===== config.mk =====
export PLATFORM = sky130hd
export DESIGN_NAME = sync_port_unit
export DESIGN_NICKNAME = d
export VERILOG_FILES = /design/src/rtl/sync_port_pkg.sv /design/src/rtl/sync_port_ctrl.sv /design/src/rtl/sync_port_dp.sv /design/src/rtl/sync_port_unit.sv
export SDC_FILE = /design/constraint.sdc
export NUM_CORES = 1
export LEC_CHECK = 0
export CAP_MARGIN = 15
export CORE_UTILIZATION = 56
export CTS_CLUSTER_SIZE = 30
export DETAILED_ROUTE_END_ITERATION = 10
export PLACE_DENSITY_LB_ADDON = 0.05
export SYNTH_ARGS = -nofsm -noshare
export SYNTH_HDL_FRONTEND = slang
export SYNTH_SLANG_ARGS = --single-unit

===== constraint.sdc =====
create_clock -name clk -period 3.2 [get_ports clk]
set_clock_uncertainty 0.1 [all_clocks]
set_input_delay 0.64 -clock clk [delete_from_list [all_inputs] [get_ports clk]]
set_output_delay 0.64 -clock clk [all_outputs]
set_load 0.02 [all_outputs]

===== src/rtl/sync_port_pkg.sv =====
package sync_port_pkg;

  // Control word layout, bit 0 first: hsync level, vsync level, drive, embedded source
  typedef struct packed {
    logic embSel;
    logic drive;
    logic vPol;
    logic hPol;
  } cfgT;

  localparam int CFG_W = $bits(cfgT);
  localparam int NUM_CH = 2;   // channel 0: horizontal, channel 1: vertical

  // Strobes and selects handed from control to datapath
  typedef struct packed {
    logic [NUM_CH-1:0] pol;
    logic              drive;
    logic              srcEmb;
    logic              srcPin;
    logic [NUM_CH-1:0] trig;
    logic [NUM_CH-1:0] tick;
  } ctlStrobeT;

endpackage


===== src/rtl/sync_port_ctrl.sv =====
module sync_port_ctrl
  import sync_port_pkg::*;
(
  input  logic             clk,
  input  logic             rstN,
  input  logic             cfgWrEn,
  input  logic [CFG_W-1:0] cfgWrData,
  input  logic             ycbcrFmt,
  input  logic             lineStart,
  input  logic             frameStart,
  output ctlStrobeT        ctl,
  output logic             embErr
);

  cfgT  cfgQ;
  logic wantEmb;

  always_ff @(posedge clk or negedge rstN) begin
    if (!rstN) cfgQ <= '0;
    else if (cfgWrEn) cfgQ <= cfgT'(cfgWrData);
  end

  // The embedded source request only counts while the pins are inputs
  assign wantEmb = cfgQ.embSel & ~cfgQ.drive;

  always_comb begin
    ctl.pol    = {cfgQ.vPol, cfgQ.hPol};
    ctl.drive  = cfgQ.drive;
    ctl.srcEmb = wantEmb & ycbcrFmt;
    ctl.srcPin = ~cfgQ.drive & ~(wantEmb & ycbcrFmt);
    ctl.trig   = {frameStart & cfgQ.drive, lineStart & cfgQ.drive};
    // horizontal counts pixel clocks, vertical counts line starts
    ctl.tick   = {lineStart & cfgQ.drive, cfgQ.drive};
  end

  assign embErr = wantEmb & ~ycbcrFmt;

  // direction bit written reaches the datapath select
  p_dir_write_r4: assert property (@(posedge clk) disable iff (!rstN)
    $past(cfgWrEn) |-> ctl.drive == $past(cfgWrData[2]));

  // embedded request with non-YCrCb format flags an error
  p_emb_fallback_r10: assert property (@(posedge clk) disable iff (!rstN)
    ($past(cfgWrEn && cfgWrData[3] && !cfgWrData[2]) && !ycbcrFmt) |-> embErr);

  // no error while the syncs are driven
  p_no_err_drive_r9: assert property (@(posedge clk) disable iff (!rstN)
    ctl.drive |-> !embErr);

endmodule


===== src/rtl/sync_port_dp.sv =====
module sync_port_dp
  import sync_port_pkg::*;
#(
  parameter int HPW = 64,
  parameter int VPW = 2
) (
  input  logic              clk,
  input  logic              rstN,
  input  ctlStrobeT         ctl,
  input  logic [NUM_CH-1:0] syncIn,
  input  logic [NUM_CH-1:0] embStb,
  output logic [NUM_CH-1:0] syncOut,
  output logic [NUM_CH-1:0] syncOe,
  output logic [NUM_CH-1:0] act,
  output logic [NUM_CH-1:0] start
);

  localparam int MAXW = (HPW > VPW) ? HPW : VPW;
  localparam int CW   = $clog2(MAXW) + 1;

  for (genvar i = 0; i < NUM_CH; i++) begin : g_ch
    localparam int W = (i == 0) ? HPW : VPW;
    localparam logic [CW-1:0] LAST = CW'(W - 1);

    logic          lvl;
    logic          actQ;
    logic          genQ;
    logic          startQ;
    logic [CW-1:0] cntQ;

    // active-high view of the pin
    assign lvl = (syncIn[i] == ctl.pol[i]);

    always_ff @(posedge clk or negedge rstN) begin
      if (!rstN) begin
        genQ   <= 1'b0;
        cntQ   <= '0;
        actQ   <= 1'b0;
        startQ <= 1'b0;
      end else begin
        // fixed-width pulse generator, restartable
        if (!ctl.drive) begin
          genQ <= 1'b0;
          cntQ <= '0;
        end else if (ctl.trig[i]) begin
          genQ <= 1'b1;
          cntQ <= LAST;
        end else if (genQ && ctl.tick[i]) begin
          if (cntQ == '0) genQ <= 1'b0;
          else            cntQ <= cntQ - 1'b1;
        end
        // sampled pin level
        actQ <= ctl.srcPin ? lvl : 1'b0;
        // start strobe per source
        if (ctl.drive)       startQ <= ctl.trig[i];
        else if (ctl.srcEmb) startQ <= embStb[i];
        else                 startQ <= lvl & ~actQ;
      end
    end

    assign act[i]     = ctl.drive ? genQ : actQ;
    assign start[i]   = startQ;
    assign syncOut[i] = genQ ? ctl.pol[i] : ~ctl.pol[i];
    assign syncOe[i]  = ctl.drive;

    // a pin-derived start lasts one clock
    p_start_once_r5: assert property (@(posedge clk) disable iff (!rstN)
      ($past(ctl.srcPin) && startQ && ctl.srcPin) ##1 ctl.srcPin |-> !startQ);

    // embedded strobes pass through with one clock of delay
    p_emb_follow_r8: assert property (@(posedge clk) disable iff (!rstN)
      $past(ctl.srcEmb) |-> startQ == $past(embStb[i]));
  end

endmodule


===== src/rtl/sync_port_unit.sv =====
module sync_port_unit
  import sync_port_pkg::*;
#(
  parameter int HPW = 64,
  parameter int VPW = 2
) (
  input  logic             clk,
  input  logic             rstN,
  input  logic             cfgWrEn,
  input  logic [CFG_W-1:0] cfgWrData,
  input  logic             ycbcrFmt,
  input  logic             lineStart,
  input  logic             frameStart,
  input  logic             hsyncIn,
  input  logic             vsyncIn,
  input  logic             embHStrobe,
  input  logic             embVStrobe,
  output logic             hsyncOut,
  output logic             vsyncOut,
  output logic             hsyncOe,
  output logic             vsyncOe,
  output logic             hActive,
  output logic             vActive,
  output logic             hStart,
  output logic             vStart,
  output logic             embErr
);

  ctlStrobeT         ctl;
  logic [NUM_CH-1:0] syncOutV;
  logic [NUM_CH-1:0] syncOeV;
  logic [NUM_CH-1:0] actV;
  logic [NUM_CH-1:0] startV;

  sync_port_ctrl ctrl_i (
    .clk        (clk),
    .rstN       (rstN),
    .cfgWrEn    (cfgWrEn),
    .cfgWrData  (cfgWrData),
    .ycbcrFmt   (ycbcrFmt),
    .lineStart  (lineStart),
    .frameStart (frameStart),
    .ctl        (ctl),
    .embErr     (embErr)
  );

  sync_port_dp #(.HPW(HPW), .VPW(VPW)) dp_i (
    .clk     (clk),
    .rstN    (rstN),
    .ctl     (ctl),
    .syncIn  ({vsyncIn, hsyncIn}),
    .embStb  ({embVStrobe, embHStrobe}),
    .syncOut (syncOutV),
    .syncOe  (syncOeV),
    .act     (actV),
    .start   (startV)
  );

  assign hsyncOut = syncOutV[0];
  assign vsyncOut = syncOutV[1];
  assign hsyncOe  = syncOeV[0];
  assign vsyncOe  = syncOeV[1];
  assign hActive  = actV[0];
  assign vActive  = actV[1];
  assign hStart   = startV[0];
  assign vStart   = startV[1];

  // Run-length counter observing the ports, for the width check
  logic [15:0] hRunQ;
  always_ff @(posedge clk or negedge rstN) begin
    if (!rstN)        hRunQ <= '0;
    else if (hStart)  hRunQ <= 16'd1;
    else if (hActive) hRunQ <= hRunQ + 16'd1;
  end

  // a driven hsync pulse that ends undisturbed lasted HPW clocks
  p_hwidth_r6: assert property (@(posedge clk) disable iff (!rstN)
    (hsyncOe && $past(hsyncOe) && $fell(hActive)) |-> hRunQ == 16'(HPW));

  // both enables track the one direction bit
  p_oe_pair_r4: assert property (@(posedge clk) disable iff (!rstN)
    hsyncOe == vsyncOe);

endmodule


==> summary.txt, run 1 <==
Worst hold path
  • HP Start: ctrl_i.cfgQ[3]$_DFFE_PN0P_
  • Hold WC Path Type: reg -> reg

Global route
  • Vias in the first global route: 978
  • GRT met2 Usage: 0.3662
  • Largest net degree at the start of global routing: 25
  • M1 GR Usage: 0.2836
  • First-pass GRT wire length: 4305 um
  • Met3 Use GR: 0.04762
  • Gr ovfl total: 0
  • Busiest grt layer: met2
  • Antenna violations before repair: 0
  • GRT Total Usage: 0.2236

Place
  • # port buffers: 22
  • GP Congestion: 0.7971
  • Post-DP HPWL: 1909 um
  • DP Cell Count: 176

Timing
  • F_max: 375.5 MHz
  • Slew margin rel.: 0.5600
  • Final setup vio count: 0
  • Tcrit/Tclk final: 0.8322
  • Slew Limit Fails: 0
  • Sum Neg Setup Slack: 0 ps
  • Slew @ Worst Pin: 658.3 ps
  • RSZ-0062 raised after global routing: no
  • Final hold viol count: 0
  • Min cycle time layout: 2663 ps

Clocking
  • Hold_buf cts: 0
  • Clk slew on worst S/H paths: 130 ps
  • Post-CTS Setup Bufs: 0
  • Sink Count: 24
  • Clk buf depth: 2
  • Htree depth: 1
  • TritonCTS Buffers: 3
  • Root Driver: clkbuf_4
  • CTS tree: yes
  • CTS resizes: 0
  • Clk_lat worst skew: 310 ps

Worst setup path
  • CP Cell Sequence: clkdlybuf4s50_1, nor3b_1, clkdlybuf4s50_1
  • FF-to-FF Start: dp_i.g_ch[0].genQ$_DFFE_PN0P_
  • Slowest cell delay on critical path: 630 ps
  • Critical path launch point: ycbcrFmt
  • CP dominant cell by count: clkdlybuf4s50_1
  • Startpoint Class: input pin
  • WP data required: 2460 ps
  • Worst Path Arrival: 1920 ps
  • Slowest stage cell, crit path: clkdlybuf4s50_1
  • Endpoint type of the worst setup path: primary output
  • Setup CP Type: in -> out
  • CP max FO: 4

Route
  • Initial DRC count: 17
  • Vias: 1091
  • Residual DRC: 0
  • Drt first pass iters: 4
  • Routed WL: 2637 um
  • Routed len/inst: 14.73 um
  • Final ANT Viol Nets: 0
  • Vias per cell: 6.095

Yosys
  • Unique masters post-synth: 50
  • Synth area leaders: dfrtp_1 (45%), mux2_2 (4.2%), ha_1 (2.8%)
  • EDFF count, synth: 0
  • Largest area contributor in the netlist: dfrtp_1
  • Post-synthesis register bit count: 24
  • Synth Net Count: 147
  • Cells after synthesis: 130
  • Mean area per synthesized cell: 10.37 um^2
  • Most frequent cell after synthesis: dfrtp_1
  • Most frequent cells after synthesis: dfrtp_1 (24), inv_1 (8), a21oi_1 (6), nand2_1 (6), nor2_1 (6)
  • Most used DFF post-synth: dfrtp_1
  • Share of flip-flops with an asynchronous set or reset: 1.000
  • Mapped Area: 1348 um^2
  • Sequential share of the synthesized area: 0.4457
  • Synth top area share: 0.4457
  • YS warnings: 0

Floorplan
  • Die height: 51.06 um
  • Die area: 2607 um^2
  • I/O pin count: 23
  • Core Rows: 17
  • Core ar.: 2233 um^2
  • Die width: 51.06 um
  • Initial Util: 0.6034

Power and ir drop
  • Leakage: 0.6688 nW
  • Power per cell area: 441.9 nW/um^2
  • Worst VDD drop: 0.0003197 V

Finish
  • Multi-input logic area: 679.4 um^2
  • Final #Nets: 170
  • Non-filler cells in the finished layout: 179
  • Area growth, synth to finish: 19.50%
  • N_diodes: 0
  • Register area: 600.6 um^2
  • Layout cell share with drive strength beyond 1: 0.1060
  • Fillers: 168

Outcome
  • Result of the run: complete, no violations

Job
  • Max cap viols: 0
-- through the flow --
| step | utilization | setup WS (ps) | hold WS, ps | total power, W | area (um^2) |
|---|---|---|---|---|---|
| 6_report | 0.7210 | 537.1 | 446.0 | 0.0007116 | 1610 |
| 5_1_grt | 0.7210 | 502.2 | 489.3 | 0.0007503 | 1610 |
| 4_1_cts | 0.7210 | 524.7 | 451.3 | 0.0007172 | 1610 |
| 3_5_place_dp | 0.7109 | 543.6 | 434.8 | 0.0005824 | 1588 |
| 3_3_place_gp | 0.7109 | 547.6 | 418.5 | 0.0005766 | 1588 |
| 2_1_floorplan | - | 1022 | 244.4 | 0.0004999 | 1348 |
-- worst paths after layout --
kind	end	cells past startpoint	slack (ps)
max in group asynchronous	dp_i.g_ch[0].cntQ[4]$_DFFE_PN0P_	2	2190
worst min-delay path	dp_i.g_ch[1].actQ$_DFF_PN0_	1	450
worst min register to register	dp_i.g_ch[1].actQ$_DFF_PN0_	1	450
worst max-delay path	embErr	3	540
min in group asynchronous	dp_i.g_ch[0].cntQ[6]$_DFFE_PN0P_	2	560
worst max register to register	dp_i.g_ch[0].cntQ[5]$_DFFE_PN0P_	3	1240
-- worst max-delay path: cells and delay by family --
family / cells / cell delay [ps]
buffers and inverters: 2 / 1090
and+or+nand+nor: 1 / 190
-- per-layer routing --
| layer | up-vias | part of all wire |
|---|---|---|
| li1 | 529 | - |
| met4 | 0 | 0.0034 |
| met1 | 516 | 0.45 |
| met2 | 44 | 0.47 |
| met5 | - | 0 |
| met3 | 2 | 0.072 |
-- cell usage in the layout, fill, tap and decap left out, types with 2 or more instances in the layout --
| cell type | n |
|---|---|
| nor2_1 | 6 |
| nor4_1 | 2 |
| mux2_2 | 5 |
| nand2_1 | 6 |
| nor2b_1 | 2 |
| clkdlybuf4s50_1 | 22 |
| o311a_1 | 2 |
| nand2b_1 | 2 |
| a21oi_1 | 6 |
| dfrtp_1 | 24 |
| or4_1 | 3 |
| nand3b_1 | 5 |
| a211o_1 | 2 |
| buf_4 | 3 |
| inv_1 | 8 |
| a31oi_1 | 3 |
| o21a_1 | 3 |
| o21ai_0 | 5 |
| a211oi_1 | 2 |
| clkbuf_4 | 3 |
| a21boi_0 | 4 |
| xnor2_1 | 3 |
| ha_1 | 3 |
| nor3b_1 | 2 |
-- power by group --
part	switching [W]	internal [W]	total, W	leakage [nW]
Sequential	0.0000337	0.000332	0.000365	0.308
Clock	0.0000898	0.0000440	0.000134	0.0138
Combinational	0.000106	0.000107	0.000212	0.347
Total	0.000229	0.000482	0.000712	0.669
-- cell type report --
class / instances / share of cell area
Multi-Input combinational cell: 91 / 0.4219
Inverter: 8 / 0.01865
Sequential cell: 24 / 0.3730
Clock buffer: 3 / 0.01399
Timing Repair Buffer: 25 / 0.1507
Tap cell: 28 / 0.02176
-- registers in the layout, summed over array words and instances, names as in the netlist --
signal	cells
dp_i.g_ch.cntQ	14
dp_i.g_ch.actQ	2
ctrl_i.cfgQ	1
dp_i.g_ch.genQ	2
ctrl_i.ctl	3
dp_i.g_ch.startQ	2
-- cells by family after synthesis --
| family | share of synthesized area |
|---|---|
| and+or+nand+nor | 0.1820 |
| adders and majority gates | 0.02786 |
| DFF | 0.4457 |
| buffers and inverters | 0.05014 |
| AOI/OAI and AO/OA | 0.2191 |
| muxes | 0.04921 |
| xor gates and xnor gates | 0.02600 |
Power figures use the tool's default switching activity.
==> run 2: changes to the inputs <==
- CORE_UTILIZATION: 56 -> 47
- clock period: 3.2 -> 2.3 ns (I/O delays scaled with it)
==> run 2 against run 1 <==
Clock-buffer cell count stayed put. Largest power group unchanged. Largest cell class unchanged. Combinational power is 47% higher. Core utilization is 11 points lower. Non-clock buffer count is 6 higher.
==> summary.txt, run 2 (synthesis results as in run 1) <==
Power and ir drop
  • Power per cell area: 603.9 nW/um^2
  • Leakage: 0.7116 nW
  • Worst VDD drop: 0.0004387 V

Clocking
  • Root Driver: clkbuf_4
  • Clk_lat worst skew: 310 ps
  • Clk slew on worst S/H paths: 130 ps
  • CTS tree: yes
  • Sink Count: 24
  • Post-CTS Setup Bufs: 0
  • Hold_buf cts: 0
  • Clk buf depth: 2
  • Htree depth: 1
  • TritonCTS Buffers: 3

Finish
  • Fillers: 234
  • Area growth, synth to finish: 23.40%
  • Register area: 601.8 um^2
  • Biggest register: dp_i.g_ch.cntQ
  • Largest register FFs: 14
  • Multi-input logic area: 679.4 um^2
  • Most frequent cells in the layout: dfrtp_1 (23), clkdlybuf4s50_1 (21), buf_4 (9), inv_1 (8)
  • N_diodes: 0
  • Final #Nets: 176
  • Non-filler cells in the finished layout: 188
  • Most common cell after layout, fill and taps aside: dfrtp_1
  • Layout cell share with drive strength beyond 1: 0.1465

Timing
  • Sum Neg Setup Slack: 0 ps
  • Final setup vio count: 0
  • F_max: 445.9 MHz
  • Slew margin rel.: 0.6681
  • Tcrit/Tclk final: 0.9751
  • RSZ-0062 raised after global routing: no
  • Min cycle time layout: 2243 ps
  • Slew Limit Fails: 0
  • WHS: 384.8 ps
  • Final hold viol count: 0
  • Slew @ Worst Pin: 496.8 ps

Place
  • GP Congestion: 0.8423
  • Post-DP HPWL: 2103 um
  • # port buffers: 22
  • DP Cell Count: 185

Worst setup path
  • Slowest cell delay on critical path: 630 ps
  • FF-to-FF Start: dp_i.g_ch[0].genQ$_DFFE_PN0P_
  • Endpoint type of the worst setup path: primary output
  • CP Cell Sequence: clkdlybuf4s50_1, nor3b_1, clkdlybuf4s50_1
  • Worst Path Buf+Inv: 2
  • Critical Path End: embErr
  • Worst Path Arrival: 1680 ps
  • CP max FO: 2
  • R2r setup slk: 380 ps
  • Critical path depth in cells: 3
  • WP data required: 1740 ps
  • Setup CP Type: in -> out
  • Critical path launch point: ycbcrFmt
  • Slowest stage cell, crit path: clkdlybuf4s50_1
  • Startpoint Class: input pin
  • Terminus of the critical flop-to-flop path: dp_i.g_ch[0].cntQ[5]$_DFFE_PN0P_
  • CP dominant cell by count: clkdlybuf4s50_1
  • Family with the most delay on the worst path: buffers and inverters
  • R2r worst-path depth: 3

Job
  • Max cap viols: 0

Global route
  • Largest net degree at the start of global routing: 25
  • GRT Total Usage: 0.2021
  • Antenna violations before repair: 0
  • Vias in the first global route: 1148
  • First-pass GRT wire length: 4954 um
  • Gr ovfl total: 0

Floorplan
  • Die area: 3085 um^2
  • Initial Util: 0.4929
  • Die width: 55.55 um
  • I/O pin count: 23
  • Die height: 55.55 um
  • Core Rows: 19
  • Core ar.: 2734 um^2

Route
  • Metal1 wirelength: 1176 um
  • Vias: 1104
  • Vias per cell: 5.872
  • Metal3 WL: 73 um
  • Initial DRC count: 32
  • Routed len/inst: 14.97 um
  • Final ANT Viol Nets: 0
  • Met2 WL: 1548 um
  • Top routing layer used: met4
  • Drt first pass iters: 4
  • Routed WL: 2814 um
  • Residual DRC: 0

Worst hold path
  • Hold WC Path Type: in -> async

Outcome
  • Result of the run: complete, no violations
[run 2: cell types whose count changed in the layout (fill, tap and decap cells not counted), sizes merged]
| cell | previous run | this run |
|---|---|---|
| buf | 3 | 9 |
| clkdlybuf4s50 | 22 | 21 |
| dlymetal6s2s | 0 | 1 |
[run 2: worst min path at each step]
stage	to	depth (start not counted)
after CTS	dp_i.g_ch[0].cntQ[1]$_DFFE_PN0P_	2
final	dp_i.g_ch[0].startQ$_DFF_PN0_	2
after global routing	dp_i.g_ch[0].cntQ[1]$_DFFE_PN0P_	2
after detailed placement	dp_i.g_ch[1].cntQ[1]$_DFFE_PN0P_	1
after floorplan	ctrl_i.cfgQ[3]$_DFFE_PN0P_	0
after global placement	dp_i.g_ch[0].startQ$_DFF_PN0_	2
[run 2: layout make-up]
cell class / count / area share
clock buffers: 3 / 0.01354
inverters: 8 / 0.01806
multi-input cells: 91 / 0.4086
flip-flops and latches: 24 / 0.3619
well taps: 31 / 0.02333
repair buffers: 31 / 0.1746
[run 2: timing repair]
item | 4_1_cts | 5_1_grt
endpoints found under the hold margin | 0 | 0
resized for setup | 1 | 1
endpoints found under the setup margin | 2 | 1
[run 2: power by group]
| part | switching (W) | internal, W | total (W) |
|---|---|---|---|
| clock network | 0.000122 | 0.0000612 | 0.000183 |
| logic | 0.000150 | 0.000161 | 0.000311 |
| registers | 0.0000475 | 0.000462 | 0.000509 |
[run 2: per-layer routing]
| metal | vias to the layer above | track usage |
|---|---|---|
| met3 | 2 | 0.03044 |
| met2 | 16 | 0.3614 |
| met1 | 545 | 0.2397 |
| met4 | 0 | 0.08571 |
| li1 | 541 | - |
| met5 | - | 0 |
[run 2: worst reg2reg max path: stages, from the launching register on]
cell and delay [ps]:
dfrtp_1 550, or4b_4 540, or4b_1 510, o311a_1 130
[run 2: metrics by stage]
stage / power (W) / instance area [um^2] / util / setup slack (ps)
after floorplan: 0.0006955 / 1348 / - / 302.1
after global placement: 0.0008205 / 1637 / 0.5986 / 65.92
after detailed placement: 0.0008311 / 1637 / 0.5986 / 38.03
after CTS: 0.001016 / 1660 / 0.6073 / 31.09
after global routing: 0.001069 / 1663 / 0.6082 / 13.83
final: 0.001004 / 1663 / 0.6082 / 57.22
